`src/rtl/lar_pkg.sv`:
```
package lar_pkg;
  localparam int BIT_REQ    = 1;
  localparam int BIT_PEND   = 2;
  localparam int BIT_SEIZE  = 3;
  localparam int BIT_SEIZED = 4;
  localparam int BIT_ACT    = 5;
  localparam int BIT_VALID  = 7;
  localparam logic [7:0] NO_OWNER = 8'hFF;
endpackage

```
`src/rtl/lar_addr_dec.sv`:
```
module lar_addr_dec #(
  parameter int ADDR_W  = 15,
  parameter int PAGE_W  = 12,
  parameter int NUM_LOC = 5,
  parameter int RO_LOC  = 4
) (
  input  logic              wr_en,
  input  logic [ADDR_W-1:0] wr_addr,
  output logic              hit,
  output logic [7:0]        loc
);
  localparam logic [7:0] NUM_LOC8 = 8'(NUM_LOC);
  localparam logic [7:0] RO_LOC8  = 8'(RO_LOC);

  always_comb begin
    loc = 8'(wr_addr[ADDR_W-1:PAGE_W]);
    hit = wr_en && (wr_addr[PAGE_W-1:0] == '0) &&
          (loc < NUM_LOC8) && (loc != RO_LOC8);
  end
endmodule

```
`src/rtl/lar_prio_pick.sv`:
```
module lar_prio_pick #(
  parameter int N = 5
) (
  input  logic [N-1:0] vec,
  output logic         found,
  output logic [7:0]   idx
);
  always_comb begin
    found = 1'b0;
    idx   = lar_pkg::NO_OWNER;
    for (int i = 0; i < N; i++) begin
      if (vec[i]) begin
        found = 1'b1;
        idx   = 8'(i);
      end
    end
  end
endmodule

```
`src/rtl/lar_read_view.sv`:
```
module lar_read_view #(
  parameter int N = 5
) (
  input  logic [N-1:0]   req,
  input  logic [N-1:0]   seized,
  input  logic [7:0]     owner,
  output logic [N*8-1:0] rdata
);
  import lar_pkg::*;

  for (genvar g = 0; g < N; g++) begin : g_loc
    logic       pend;
    logic [7:0] b;
    always_comb begin
      pend = 1'b0;
      for (int j = 0; j < N; j++) begin
        if (j != g && req[j]) pend = 1'b1;
      end
      b             = '0;
      b[BIT_VALID]  = 1'b1;
      b[BIT_ACT]    = (owner == 8'(g));
      b[BIT_SEIZED] = seized[g];
      b[BIT_PEND]   = pend;
      b[BIT_REQ]    = req[g];
    end
    assign rdata[g*8 +: 8] = b;
  end
endmodule

```
`src/rtl/loc_arbiter.sv`:
```
module loc_arbiter #(
  parameter int NUM_LOC = 5,
  parameter int ADDR_W  = 15,
  parameter int PAGE_W  = 12,
  parameter int RO_LOC  = 4
) (
  input  logic                 clk,
  input  logic                 rst_n,
  input  logic                 wr_en,
  input  logic [ADDR_W-1:0]    wr_addr,
  input  logic [7:0]           wr_data,
  input  logic                 cmd_busy,
  input  logic                 abort_done,
  output logic [NUM_LOC*8-1:0] acc_rdata,
  output logic [7:0]           owner,
  output logic                 owner_changed,
  output logic                 abort_req
);
  import lar_pkg::*;

  localparam int LOC_W = (NUM_LOC > 1) ? $clog2(NUM_LOC) : 1;

  typedef struct packed {
    logic [NUM_LOC-1:0] req;
    logic [NUM_LOC-1:0] seize;
    logic [NUM_LOC-1:0] seized;
    logic [7:0]         act;
    logic               chg;
    logic               pend;
    logic [7:0]         nxt;
    logic               abt;
  } st_t;

  // Move ownership to n, applying seize/release side effects to the old owner.
  function automatic st_t xfer(st_t s, logic [7:0] n);
    st_t  r;
    logic sz;
    logic change;
    r      = s;
    sz     = 1'b0;
    change = (s.act != n);
    if (change && s.act != NO_OWNER) begin
      sz = (n != NO_OWNER) && s.seize[n[LOC_W-1:0]];
      if (sz) r.seized[s.act[LOC_W-1:0]] = 1'b1;
      else    r.req[s.act[LOC_W-1:0]]    = 1'b0;
    end
    r.act = n;
    if (n != NO_OWNER) begin
      r.req[n[LOC_W-1:0]]   = 1'b0;
      r.seize[n[LOC_W-1:0]] = 1'b0;
    end
    if (change) r.chg = 1'b1;
    return r;
  endfunction

  // Either defer the move behind an abort, or do it now.
  function automatic st_t prep(st_t s, logic [7:0] n, logic busy);
    st_t r;
    if (busy) begin
      r      = s;
      r.pend = 1'b1;
      r.nxt  = n;
      r.abt  = 1'b1;
    end else begin
      r = xfer(s, n);
    end
    return r;
  endfunction

  st_t        cur;
  st_t        s_done;
  st_t        s_nxt;
  logic       hit;
  logic [7:0] wloc;
  logic       pick_found;
  logic [7:0] pick_idx;

  lar_addr_dec #(
    .ADDR_W (ADDR_W),
    .PAGE_W (PAGE_W),
    .NUM_LOC(NUM_LOC),
    .RO_LOC (RO_LOC)
  ) dec_i (
    .wr_en  (wr_en),
    .wr_addr(wr_addr),
    .hit    (hit),
    .loc    (wloc)
  );

  // Stage 1: a finished abort completes the deferred move.
  always_comb begin
    s_done     = cur;
    s_done.chg = 1'b0;
    s_done.abt = 1'b0;
    if (cur.pend && abort_done) begin
      s_done      = xfer(s_done, cur.nxt);
      s_done.pend = 1'b0;
      s_done.nxt  = NO_OWNER;
    end
  end

  lar_prio_pick #(.N(NUM_LOC)) pick_i (
    .vec  (s_done.req),
    .found(pick_found),
    .idx  (pick_idx)
  );

  // Stage 2: apply the access-byte write, in release/clear/seize/request order.
  logic [7:0]       d;
  logic [7:0]       newa;
  logic             setnew;
  logic             higher;
  logic [LOC_W-1:0] wi;

  always_comb begin
    s_nxt  = s_done;
    d      = wr_data;
    newa   = s_done.act;
    setnew = 1'b1;
    higher = 1'b0;
    wi     = wloc[LOC_W-1:0];
    if (d[BIT_SEIZE]) begin
      d[BIT_REQ] = 1'b0;
      d[BIT_ACT] = 1'b0;
    end
    if (hit) begin
      if (d[BIT_ACT]) begin
        if (s_nxt.act == wloc) begin
          if (pick_found) begin
            setnew = 1'b0;
            s_nxt  = prep(s_nxt, pick_idx, cmd_busy);
          end else begin
            newa = NO_OWNER;
          end
        end else begin
          s_nxt.req[wi] = 1'b0;
        end
      end
      if (d[BIT_SEIZED]) s_nxt.seized[wi] = 1'b0;
      if (d[BIT_SEIZE]) begin
        for (int j = 0; j < NUM_LOC; j++) begin
          if (8'(j) > wloc && s_nxt.seize[j]) higher = 1'b1;
        end
        if ((s_nxt.act == NO_OWNER || wloc > s_nxt.act) &&
            !s_nxt.seize[wi] && !higher) begin
          for (int j = 0; j < NUM_LOC; j++) begin
            if (8'(j) < wloc) s_nxt.seize[j] = 1'b0;
          end
          s_nxt.seize[wi] = 1'b1;
          setnew = 1'b0;
          s_nxt  = prep(s_nxt, wloc, cmd_busy);
        end
      end
      if (d[BIT_REQ] && s_nxt.act != wloc) begin
        if (s_nxt.act != NO_OWNER) s_nxt.req[wi] = 1'b1;
        else                       newa = wloc;
      end
      if (setnew) s_nxt = xfer(s_nxt, newa);
    end
  end

  always_ff @(posedge clk) begin
    if (!rst_n) begin
      cur.req    <= '0;
      cur.seize  <= '0;
      cur.seized <= '0;
      cur.act    <= NO_OWNER;
      cur.chg    <= 1'b0;
      cur.pend   <= 1'b0;
      cur.nxt    <= NO_OWNER;
      cur.abt    <= 1'b0;
    end else begin
      cur <= s_nxt;
    end
  end

  lar_read_view #(.N(NUM_LOC)) view_i (
    .req   (cur.req),
    .seized(cur.seized),
    .owner (cur.act),
    .rdata (acc_rdata)
  );

  assign owner         = cur.act;
  assign owner_changed = cur.chg;
  assign abort_req     = cur.abt;

  // ---------------- assertions ----------------
  logic [NUM_LOC-1:0] act_bits;
  always_comb begin
    for (int i = 0; i < NUM_LOC; i++) act_bits[i] = acc_rdata[i*8 + BIT_ACT];
  end

  p_one_owner_r2: assert property (@(posedge clk) disable iff (!rst_n)
    $onehot0(act_bits));

  p_owner_range_r5: assert property (@(posedge clk) disable iff (!rst_n)
    (owner == NO_OWNER) || (owner < 8'(NUM_LOC)));

  p_seize_single_r7: assert property (@(posedge clk) disable iff (!rst_n)
    $onehot0(cur.seize));

  p_change_pulse_r9: assert property (@(posedge clk) disable iff (!rst_n)
    (owner != $past(owner)) |-> owner_changed);

  p_new_owner_clean_r9: assert property (@(posedge clk) disable iff (!rst_n)
    (owner != $past(owner) && owner != NO_OWNER) |-> !cur.req[owner[LOC_W-1:0]]);

  p_abort_when_busy_r10: assert property (@(posedge clk) disable iff (!rst_n)
    abort_req |-> $past(cmd_busy));

  p_ro_page_r11: assert property (@(posedge clk) disable iff (!rst_n)
    (wr_en && wr_addr[ADDR_W-1:PAGE_W] == (ADDR_W-PAGE_W)'(RO_LOC) &&
     !(cur.pend && abort_done)) |=> ($stable(owner) && $stable(acc_rdata)));
endmodule

```
`config.mk`:
```
export PLATFORM = sky130hd
export DESIGN_NAME = loc_arbiter
export DESIGN_NICKNAME = d
export VERILOG_FILES = /design/src/rtl/lar_pkg.sv /design/src/rtl/lar_addr_dec.sv /design/src/rtl/lar_prio_pick.sv /design/src/rtl/lar_read_view.sv /design/src/rtl/loc_arbiter.sv
export SDC_FILE = /design/constraint.sdc
export NUM_CORES = 1
export LEC_CHECK = 0
export ABC_AREA = 1
export CAP_MARGIN = 20
export CORE_UTILIZATION = 25
export CTS_CLUSTER_DIAMETER = 30
export CTS_CLUSTER_SIZE = 8
export DETAILED_ROUTE_END_ITERATION = 16
export HOLD_SLACK_MARGIN = 0.15
export SLEW_MARGIN = 0
export SYNTH_ARGS = -nofsm -noshare
export SYNTH_HDL_FRONTEND = slang
export SYNTH_SLANG_ARGS = --single-unit
```
`constraint.sdc`:
```
create_clock -name clk -period 4.2 [get_ports clk]
set_input_delay 0.63 -clock clk [delete_from_list [all_inputs] [get_ports clk]]
set_output_delay 0.63 -clock clk [all_outputs]
set_load 0.01 [all_outputs]
```
==> results of run 1 <==
-- logic make-up (layout without fill, tap and decap cells) --
| kind of cell | count (synthesis) | count (layout) | share of synthesized area |
|---|---|---|---|
| AOI/OAI and AO/OA | 125 | 125 | 0.203 |
| adders and majority gates | 7 | 7 | 0.0219 |
| and+or+nand+nor | 350 | 350 | 0.407 |
| other | 2 | 20 | 0.00188 |
| buffers and inverters | 144 | 281 | 0.182 |
| xor gates and xnor gates | 6 | 6 | 0.0132 |
| DFF | 34 | 34 | 0.171 |
-- flip-flops by register name (all words and copies together) (netlist names) --
register	count
abort_req	1
owner_changed	1
cur	24
owner	8
-- worst max path at each step --
stage               endpoint  slack [ns]  cells past startpoint
2_1_floorplan  owner_changed        0.13                     33
3_3_place_gp         cur[32]       -0.55                     31
3_5_place_dp         cur[32]       -0.67                     31
4_1_cts              cur[29]       0.009                     33
5_1_grt              cur[33]       -0.14                     31
6_report             cur[33]        0.09                     31
-- layer usage --
layer,up-vias,global-route usage,part of all wire
met5,-,0,0
met4,0,0.0692,0.028
met3,24,0.0220,0.068
met2,216,0.292,0.45
met1,2318,0.252,0.45
li1,2508,-,-
-- what timing repair did --
item | CTS | global route
gates cloned | 2 | 0
buffers inserted | 13 | 11
pin swaps | 23 | 29
hold buffers | 0 | 0
endpoints found under the setup margin | 27 | 30
gates resized for setup | 36 | 75
-- metrics by stage --
stage                     cell area [sq um]  setup slack, ns  hold WS (ns)  utilization  cells
after detailed placement               5300           -0.667         0.484        0.345   1000
final                                  6100           0.0917         0.501        0.397   1034
after global routing                   6100           -0.141         0.530        0.397   1034
after floorplan                        4060            0.132         0.459            -    686
after CTS                              5730          0.00942         0.492        0.373   1023
after global placement                 5300           -0.547         0.481        0.345   1000
-- power breakdown --
| group | internal (mW) | switching (mW) |
|---|---|---|
| logic | 0.0643 | 0.0837 |
| clock network | 0.235 | 0.139 |
| registers | 0.321 | 0.0000241 |
| total | 0.621 | 0.222 |
-- cells in the final DEF (no fill, tap or decap), types with 3 or more instances in the layout --
cell type,instances
nand2_1,130
buf_4,126
inv_1,64
nor2_1,53
clkdlybuf4s50_1,51
o21ai_0,39
nand3_1,37
nor3_1,26
a21oi_1,26
dfxtp_1,25
nand2_2,22
conb_1,20
inv_2,17
nand4_1,17
nand3_2,16
a31oi_1,11
nor4_1,10
o221ai_1,9
o21ai_4,8
o211ai_1,7
dfxtp_2,7
nand3_4,6
nor2_2,6
nor2_4,6
ha_1,6
nand2_4,5
clkbuf_16,5
o21ai_1,4
nor4_2,4
a21oi_2,4
o22ai_1,4
buf_6,4
xnor2_1,3
xor2_1,3
buf_12,3
-- worst register-to-register path, delay by kind of cell (launching register included) --
kind	cells	cell delay [ns]
AOI/OAI and AO/OA	3	0.40
xor gates and xnor gates	1	0.12
adders and majority gates	1	0.21
buffers and inverters	5	0.47
DFF	1	0.35
and+or+nand+nor	20	2.37
-- cell type report --
cell class              instances  area, sq um  share of cell area
clock buffers                   7          143              0.0234
clock inverters                 1         5.00            0.000821
inverters                      85          324              0.0532
multi-input cells             508         3020               0.495
flip-flops and latches         34          697               0.114
well taps                     211          264              0.0433
repair buffers                188         1640               0.270
==> summary.txt, run 1 <==
Outcome
  • Status: completed

Power
  • Power Total: roughly 0.84 mW
  • PD cells: 138 nW/um^2
  • Worst IR drop on VDD: around 0.12 mV
  • Leak pwr: 2.72 nW

Clocking
  • Worst skew pair latency: approximately 0.29 ns
  • CTS max path bufs: 2
  • TritonCTS buffer count: 5
  • CTS Sinks: 34
  • Root Driver: clkbuf_16
  • H-tree depth: 2
  • CTS tree: built
  • Clock-pin transition on the worst setup and hold timing paths: 0.06 ns

GRT
  • Initial antenna violation count: 0
  • Gr usage total: 0.183
  • Global-route wire length before repair: roughly 23000 um
  • Via count of the first global-routing pass: 4443
  • Remaining Overflow, GRT: 0
  • Largest net degree at the start of global routing: 21

Synth
  • Post-Syn Area per Cell: 5.98 sq um
  • Synth area leaders: dfxtp_1, nand2_1, buf_4, nand3_1, inv_1
  • Post-Syn Instances: approximately 670
  • Main synth FF type: dfxtp_1
  • Cell Area, Synth: 3990 sq um
  • YS warnings: 0
  • Distinct cells, synth: between 40 and 50
  • Synthesis-stage register bit count: 34
  • Seq/Total Area, Yosys: 0.171
  • Top-count cell post-synth: nand2_1
  • Top cell type's share of synthesized area: 0.171
  • Ys async rst share: 0
  • Number of flops mapped to enable cells by yosys: 0
  • Synth top cells by count: nand2_1, inv_1, nor2_1
  • Area leader, netlist: dfxtp_1

Critical path
  • Register-to-register setup slack: 0.15 ns
  • Most frequent CP cell: nand2_2
  • Setup CP Type: in2reg
  • Critical path buffers and inverters: 6
  • Critical Path RT: roughly 4.4 ns
  • Reg-to-Reg Start: cur[9]
  • Crit. End Element: flip-flop
  • Delay-heaviest family, CP: simple AND/OR/NAND/NOR gates
  • Max incr delay on CP: between 0.2 and 0.3 ns
  • Startpoint types: input port
  • Worst Path Arrival: about 4.3 ns
  • FF-to-FF path depth: 30
  • Reg-to-reg endpoint: cur[33]
  • Critical Path Fanout Max: 6
  • Crit-path slowest cell: nor3_2
  • Worst setup path start: abort_done

STA
  • Hold Fails Final Rpt: 0
  • RSZ-0062 raised after global routing: yes
  • Tightest Pin Transition: approximately 0.77 ns
  • Slew headroom: 0.486
  • Finish-stage setup viols: 0
  • TNS Setup: 0 ns
  • Period utilisation layout: 0.978
  • Max Clk Rate: about 0.24 GHz
  • Slew Limit Fails: 0
  • Tmin final: 4.11 ns
  • Clock Skew: between 0.005 and 0.006 ns

Floorplan
  • Die Span Y: 128 um
  • Standard-cell rows: 45
  • DIE AREA: 16500 sq um
  • I/O pins: slightly below 80
  • Starting Density: 0.260
  • Die Wd: about 130 um
  • Core box area: ~15000 sq um

Hold path
  • Min-delay worst type: reg2reg
  • Hold Crit Start: cur[6]
  • Min-Delay Endpoint: cur[6]
  • Hold Crit Depth: 2

Detailed routing
  • Routed wire length: approximately 15000 um
  • DR vias: around 5000
  • Wire per inst: 14.6 um
  • DRT iter0 DRCs: ~320
  • Final ANT Viol Nets: 0
  • # DRC: 0
  • Drt pass-1 iters: 5
  • Vias per inst: approximately 5

Layout
  • Total Nets Final: ~860
  • Syn-to-layout area delta: 52.7%
  • Fill cell total of the finished layout: 1584
  • Layout cells sized above 1: 0.323
  • Antenna Cells: 0

Flow run
  • Max Cap Viol: 0

Placed design
  • Port buffer count: 53
  • DP HPWL: approximately 12000 um
  • Gpl congestion: roughly 0.97
No activity file was read; power rests on OpenSTA's default activity.
==> run 2, diff against run 1 <==
--- a/config.mk
+++ b/config.mk
@@ -6,5 +6,5 @@
 export NUM_CORES = 1
 export LEC_CHECK = 0
-export ABC_AREA = 1
+export ABC_AREA = 0
 export CAP_MARGIN = 20
 export CORE_UTILIZATION = 25
==> constraint.sdc (replaced) <==
create_clock -name clk -period 4.2 [get_ports clk]
set_input_delay 0.42 -clock clk [delete_from_list [all_inputs] [get_ports clk]]
set_output_delay 0.42 -clock clk [all_outputs]
set_load 0.01 [all_outputs]
==> run 2 against run 1 <==
  * Maximum frequency decreased by 0.94%
  * Routed wire length is 24% higher
  * Cell count down 8.1%
  * Worst setup slack got worse by 0.039 ns
  * Die area up 3.7%
  * Clock power rose by 2%
  * Sequential power about the same
  * Total power grew 0.16%
  * Critical path depth decreased by 15
  * Clock skew rose by 0.0052 ns
  * Synthesized area is 3.8% higher
  * Flip-flop and latch count did not move
  * Critical path type is now reg2reg
  * Critical endpoint is now cur[30]
  * Largest power group unchanged
==> summary.txt, run 2 <==
Outcome
  • Status: completed

Synth
  • Synth top cells by count: nand2_1, buf_4, nor2_1
  • Simple-gate share of the synthesized area: 0.272
  • Synthesis-stage register bit count: 34
  • Top cell type's share of synthesized area: 0.164
  • YS warnings: 0
  • Mux share of post-synthesis cell area: 0.0393
  • Synth Area in XOR/XNOR: 0.0359
  • Seq/Total Area, Yosys: 0.164
  • Post-Syn Instances: 558
  • Main synth FF type: dfxtp_1
  • Synth Area in Adders: 0.0211
  • Number of flops mapped to enable cells by yosys: 0
  • Ys async rst share: 0
  • Combinational family with the most area after synthesis: compound AO/OA/AOI/OAI gates
  • Distinct cells, synth: just over 90
  • Post-Syn Area per Cell: 7.42 sq um
  • Cell Area, Synth: 4140 sq um
  • Compound-Gate Fraction of Synth Area: 0.340
  • Synth area leaders: dfxtp_1, buf_4, nand2_1, nor2_1, mux2i_1
  • Area leader, netlist: dfxtp_1
  • Top-count cell post-synth: nand2_1

STA
  • Max Clk Rate: 0.241 GHz
  • RSZ-0062 raised after global routing: yes
  • Slew headroom: 0.445
  • Tmin final: between 4 and 5 ns
  • Slew Limit Fails: 0
  • Period utilisation layout: 0.987
  • Tightest Pin Transition: 0.828 ns
  • Finish-stage setup viols: 0
  • Hold Fails Final Rpt: 0
  • Clock Skew: slightly above 0.01 ns

Floorplan
  • Starting Density: 0.258
  • I/O pins: 78
  • Die Span Y: ~130 um
  • Core box area: ~16000 sq um
  • Standard-cell rows: 46
  • DIE AREA: ~17000 sq um
  • Die Wd: about 130 um

Layout
  • Syn-to-layout area delta: 56.2%
  • Antenna Cells: 0
  • Most common cell after layout, fill and taps aside: buf_4
  • Area occupied by registers: just under 700 sq um
  • Largest register FFs: 24
  • Total Nets Final: around 770
  • Commonest non-fill, non-tap cells in the layout: buf_4, clkdlybuf4s50_1, nand2_1, nor2_1, dfxtp_1
  • Area of the multi-input gates: around 3500 sq um
  • Final Non-Filler Cells: 950
  • Fill cell total of the finished layout: approximately 1600
  • Biggest register: cur
  • Layout cells sized above 1: 0.376

Placed design
  • Port buffer count: 53
  • Gpl congestion: 0.956
  • Placed Cells: between 900 and 1000
  • DP HPWL: roughly 15000 um

GRT
  • Via count of the first global-routing pass: 4924
  • Initial antenna violation count: 0
  • Gr usage total: 0.219
  • Largest net degree at the start of global routing: 27
  • Global-route wire length before repair: 28000 um
  • Remaining Overflow, GRT: 0

Clocking
  • CTS tree: built
  • Root Driver: clkbuf_16
  • CTS max path bufs: 2
  • H-tree depth: 2
  • CTS Sinks: 34
  • Clock-pin transition on the worst setup and hold timing paths: about 0.060 ns
  • Worst skew pair latency: around 0.29 ns
  • Post-CTS Hold Buffers: 0
  • TritonCTS buffer count: 5

Power
  • Worst IR drop on VDD: 0.118 mV
  • Clock network fraction of total power: 0.453
  • Reg power frac: 0.380
  • Leak pwr: between 2 and 3 nW
  • Internal: between 0.6 and 0.7 mW
  • PD cells: between 100 and 150 nW/um^2
  • Power Total: 0.844 mW
  • Switching Fraction: 0.286
  • Gate power share: 0.168
  • Sw Pwr: between 0.2 and 0.25 mW

Detailed routing
  • Drt pass-1 iters: 7
  • Final ANT Viol Nets: 0
  • Routed wire length: 18800 um
  • # DRC: 0
  • DR vias: approximately 5400
  • DRT iter0 DRCs: about 560
  • Vias per inst: 5.65
  • Wire per inst: 19.8 um

Critical path
  • Startpoint types: flip-flop
  • Critical Path Fanout Max: 5
  • Critical path buffers and inverters: 3
  • Critical Path RT: between 4 and 5 ns
  • Crit. End Element: flip-flop
  • Delay-heaviest family, CP: simple AND/OR/NAND/NOR gates
  • Worst path cell trace: mux2i_2, nor3_2, or3_4, o32a_1, buf_4, or3_4, ha_4, or4_4, nor2_4, buf_4, buf_4, a311o_1, a211oi_1, a21oi_2, o221ai_2, a22oi_2
  • Crit-path slowest cell: or4_4
  • Max incr delay on CP: between 0.5 and 0.6 ns
  • Most frequent CP cell: buf_4
  • Setup CP Type: reg2reg
  • Worst Path Arrival: approximately 4.4 ns

Flow run
  • Max Cap Viol: 0

Hold path
  • Min-delay worst type: in2reg
==> run 2: cell types whose count changed in the layout (fill, tap and decap cells not counted), moves of 14 or more <==
cell | before | now
nand2_2 | 22 | 4
inv_1 | 64 | 8
nand3_1 | 37 | 12
o21ai_0 | 39 | 19
nand3_2 | 16 | 2
nand2_1 | 130 | 47
buf_4 | 126 | 169
==> run 2: worst paths after layout <==
kind	from	to	slack, ns	depth (start not counted)
max	cur[1]	cur[30]	0.05	16
min	abort_done	cur[9]	0.50	3
max reg2reg	cur[1]	cur[30]	0.05	16
min reg2reg	cur[23]	cur[23]	0.52	2
==> run 2: timing repair <==
action / in CTS / in global routing
buffers inserted: 3 / 15
pin swaps: 14 / 41
resized for setup: 30 / 72
setup endpoints to repair: 34 / 34
==> run 2: worst min-delay path, stage by stage <==
cell	delay, ns
clkbuf_2	0.14
inv_1	0.07
a31o_1	0.13
==> run 2: cell type report <==
type	instances	share of cell area
clock inverter	3	0.00329
clock buffer	5	0.0193
timing repair buffer	225	0.285
sequential	34	0.107
multi-input combinational	455	0.537
inverter	12	0.00696
tap	216	0.0418
==> run 2: cell families (layout without fill, tap and decap cells) <==
kind of cell	Yosys count	after routing
mux	16	16
fa+ha+maj	7	7
buf+inv	87	245
compound gates	188	188
simple gates	207	207
flops	34	34
xor+xnor	17	17
other cells	2	20
==> run 2: stage by stage <==
step	setup TNS, ns	hold slack, ns	worst slack [ns]	instance area, sq um	util
CTS	-0.0190	0.519	-0.0190	6010	0.374
floorplan	0	0.467	0.00473	4210	-
global route	-0.282	0.527	-0.0687	6470	0.403
global placement	-15.48	0.499	-0.560	5690	0.355
detailed placement	-18.63	0.503	-0.648	5690	0.355
finish	0	0.504	0.0529	6470	0.403
==> run 2: metal layers <==
metal,vias up,track usage,share of wire
li1,2441,-,-
met1,2526,0.293,0.42
met2,336,0.348,0.44
met3,65,0.0265,0.091
met4,0,0.105,0.043
met5,-,0,0
==> run 2: power groups by stage <==
stage          sequential [mW]  combinational, mW  clock, mW
2_1_floorplan            0.330             0.0733          0
6_report                 0.320              0.142      0.382
4_1_cts                  0.322              0.126      0.383
3_3_place_gp             0.330              0.122          0
5_1_grt                  0.320              0.150      0.395
3_5_place_dp             0.330              0.121          0
==> run 3, diff against run 2 <==
Settings changed: CTS_CLUSTER_SIZE 8 to not set, SYNTH_HIERARCHICAL set to 1.
==> run 3 against run 2 <==
  * The flow now finishes with violations (negative setup slack)
  * Worst setup slack worse by 1.3 ns
  * Sequential power about the same
  * Clock skew fell by 0.00060 ns
  * Critical path depth increased by 19
  * Maximum frequency fell by 24%
  * Flip-flop and latch count did not move
  * Clock power grew 6.3%
  * Sequential share of layout area is 2.0 points lower
  * Largest power group unchanged
==> summary.txt, run 3 <==
Layout
  • Largest register FFs: 24
  • Syn-to-layout area delta: 57.2%
  • Biggest register: cur
  • Final instance area: between 7000 and 8000 sq um
  • Fill cell total of the finished layout: between 2000 and 2500
  • Layout cells sized above 1: 0.392
  • Final Non-Filler Cells: approximately 1200
  • Most common cell after layout, fill and taps aside: buf_4
  • Post-layout util: 0.405
  • Total Nets Final: roughly 980
  • Antenna Cells: 0
  • Commonest non-fill, non-tap cells in the layout: buf_4, nand2_1, nor2_1, clkdlybuf4s50_1, o21ai_0

Floorplan
  • Die Wd: ~140 um
  • Core box area: about 20000 sq um
  • Starting Density: 0.257
  • DIE AREA: 20700 sq um
  • Die Span Y: roughly 140 um
  • Standard-cell rows: 51
  • I/O pins: roughly 80

Clocking
  • Post-CTS Hold Buffers: 0
  • TritonCTS buffer count: 5
  • Worst skew pair latency: slightly below 0.3 ns
  • CTS Sinks: 34
  • Clock-pin transition on the worst setup and hold timing paths: around 0.070 ns
  • CTS max path bufs: 2
  • Root Driver: clkbuf_16
  • H-tree depth: 2
  • CTS tree: built

STA
  • Hold Fails Final Rpt: 0
  • RSZ-0062 raised after global routing: yes
  • Max Clk Rate: about 0.18 GHz
  • Tmin final: ~5.4 ns
  • Slew headroom: 0.623
  • Final WS setup: -1.24 ns
  • Finish-stage setup viols: 34
  • Clock Skew: 0.00971 ns
  • Slew Limit Fails: 0
  • Period utilisation layout: 1.29
  • Hold Slack: 0.604 ns
  • Tightest Pin Transition: roughly 0.55 ns

Critical path
  • Reg-to-Reg Start: owner[7]
  • Most frequent CP cell: buf_4
  • Worst Path Arrival: roughly 5.6 ns
  • Max incr delay on CP: approximately 0.37 ns
  • Critical Path RT: 4.39 ns
  • Critical path buffers and inverters: 18
  • Crit-path slowest cell: or3_4
  • FF-to-FF path depth: 35
  • Reg-to-reg endpoint: cur[31]
  • Setup CP Type: reg2reg
  • WP depth: 35
  • Startpoint types: flip-flop
  • Worst setup path start: owner[7]
  • Register-to-register setup slack: -1.24 ns
  • Crit. End Element: flip-flop
  • Critical Path Fanout Max: 3
  • Delay-heaviest family, CP: buffers and inverters

Synth
  • Ys async rst share: 0
  • Seq/Total Area, Yosys: 0.135
  • Top-count cell post-synth: nand2_1
  • Post-Syn Area per Cell: about 7 sq um
  • Synth area leaders: dfxtp_1, buf_4, nand2_1, o21ai_0, nor2_1
  • YS warnings: 6
  • Top cell type's share of synthesized area: 0.135
  • Main synth FF type: dfxtp_1
  • Number of flops mapped to enable cells by yosys: 0
  • Post-Syn Instances: 731
  • Cell Area, Synth: slightly above 5000 sq um
  • Synth top cells by count: nand2_1, nor2_1, buf_4
  • Synthesis-stage register bit count: 34
  • Distinct cells, synth: 78
  • Area leader, netlist: dfxtp_1

Placed design
  • Cell Area, Placed: 6930 sq um
  • DP HPWL: ~18000 um
  • Placed Cells: about 1200
  • Port buffer count: 53
  • Gpl congestion: around 0.96

GRT
  • Global-route wire length before repair: 35200 um
  • Remaining Overflow, GRT: 0
  • Via count of the first global-routing pass: just over 6000
  • Gr usage total: 0.226
  • Initial antenna violation count: 0
  • Largest net degree at the start of global routing: 32

Power
  • Worst IR drop on VDD: 0.127 mV
  • PD cells: ~120 nW/um^2
  • Leak pwr: 3.29 nW
  • Power Total: approximately 0.97 mW

Detailed routing
  • DR vias: about 6600
  • DRT iter0 DRCs: a little under 600
  • Final ANT Viol Nets: 0
  • Drt pass-1 iters: 5
  • # DRC: 0
  • Wire per inst: just under 20 um
  • Routed wire length: roughly 24000 um
  • Vias per inst: approximately 5.4

Hold path
  • Hold Crit Start: cur[9]
  • Min-Delay Endpoint: cur[9]
  • Hold Crit Depth: 3
  • Min-delay worst type: reg2reg

Flow run
  • Max Cap Viol: 0

Outcome
  • Violated checks: negative setup slack
  • Status: complete, but fails checks
## run 3: changes by cell type in the layout (fill, tap and decap cells not counted), moves of 7 or more
cell | before | now
a21bo_2 | 0 | 7
and3_1 | 6 | 13
buf_4 | 169 | 215
buf_6 | 2 | 18
inv_1 | 8 | 16
nand2_1 | 47 | 64
nand3_1 | 12 | 22
nor2_1 | 41 | 63
nor2b_1 | 1 | 11
nor3_1 | 13 | 20
o211ai_1 | 7 | 21
o21ai_0 | 19 | 37
xor2_1 | 1 | 9
## run 3: metal layers
metal / part of all wire / up-vias / routed length, um / GRT usage
li1: - / 3059 / - / -
met1: 0.43 / 3090 / 10200 / 0.308
met2: 0.45 / 384 / 10700 / 0.345
met3: 0.088 / 65 / 2110 / 0.0377
met4: 0.040 / 0 / 964 / 0.105
met5: 0 / - / 0 / 0
## run 3: cell families after synthesis
logic type | Yosys count | share of synthesized area
fa+ha+maj | 7 | 0.0174
simple gates | 303 | 0.313
compound gates | 218 | 0.304
mux | 19 | 0.0412
buf+inv | 121 | 0.143
flops | 34 | 0.135
xor+xnor | 26 | 0.0452
other cells | 3 | 0.00223
## run 3: per-stage QoR
stage,setup TNS [ns],setup WS (ns)
floorplan,-29.16,-1.02
global placement,-36.32,-1.25
detailed placement,-39.13,-1.34
CTS,-33.20,-1.10
global route,-41.71,-1.43
finish,-34.53,-1.24
## run 3: worst register-to-register path: cells and delay by family, from the launching register on
| family | cells | cell delay [ns] |
|---|---|---|
| multiplexers | 1 | 0.23 |
| flip-flops | 1 | 0.36 |
| buffers and inverters | 18 | 2.21 |
| AO/OA/AOI/OAI | 4 | 0.83 |
| XOR/XNOR | 1 | 0.13 |
| AND/OR/NAND/NOR | 11 | 1.57 |
## run 3: timing repair
item	CTS	global route
pin swaps	29	47
buffers inserted	37	14
gates resized for setup	53	70
hold endpoints to repair	0	0
setup endpoints to repair	34	34
## run 3: worst max path at each step
stage,end,slack (ns)
after floorplan,owner[4],-1.02
after global placement,cur[25],-1.25
after detailed placement,cur[32],-1.34
after CTS,cur[25],-1.10
after global routing,cur[26],-1.43
final,cur[31],-1.24
## run 3: cell type report
type	count	area, sq um	area share
timing repair buffer	287	2360	0.298
clock buffer	6	139	0.0175
inverter	23	86.3	0.0109
multi-input combinational	598	4300	0.543
sequential	34	694	0.0876
tap	265	332	0.0418
clock inverter	2	12.5	0.00158
## run 3: power by group
group	switching, mW	total [mW]	internal (mW)
Combinational	0.138	0.242	0.104
Clock	0.170	0.406	0.236
Sequential	0.0000108	0.321	0.321
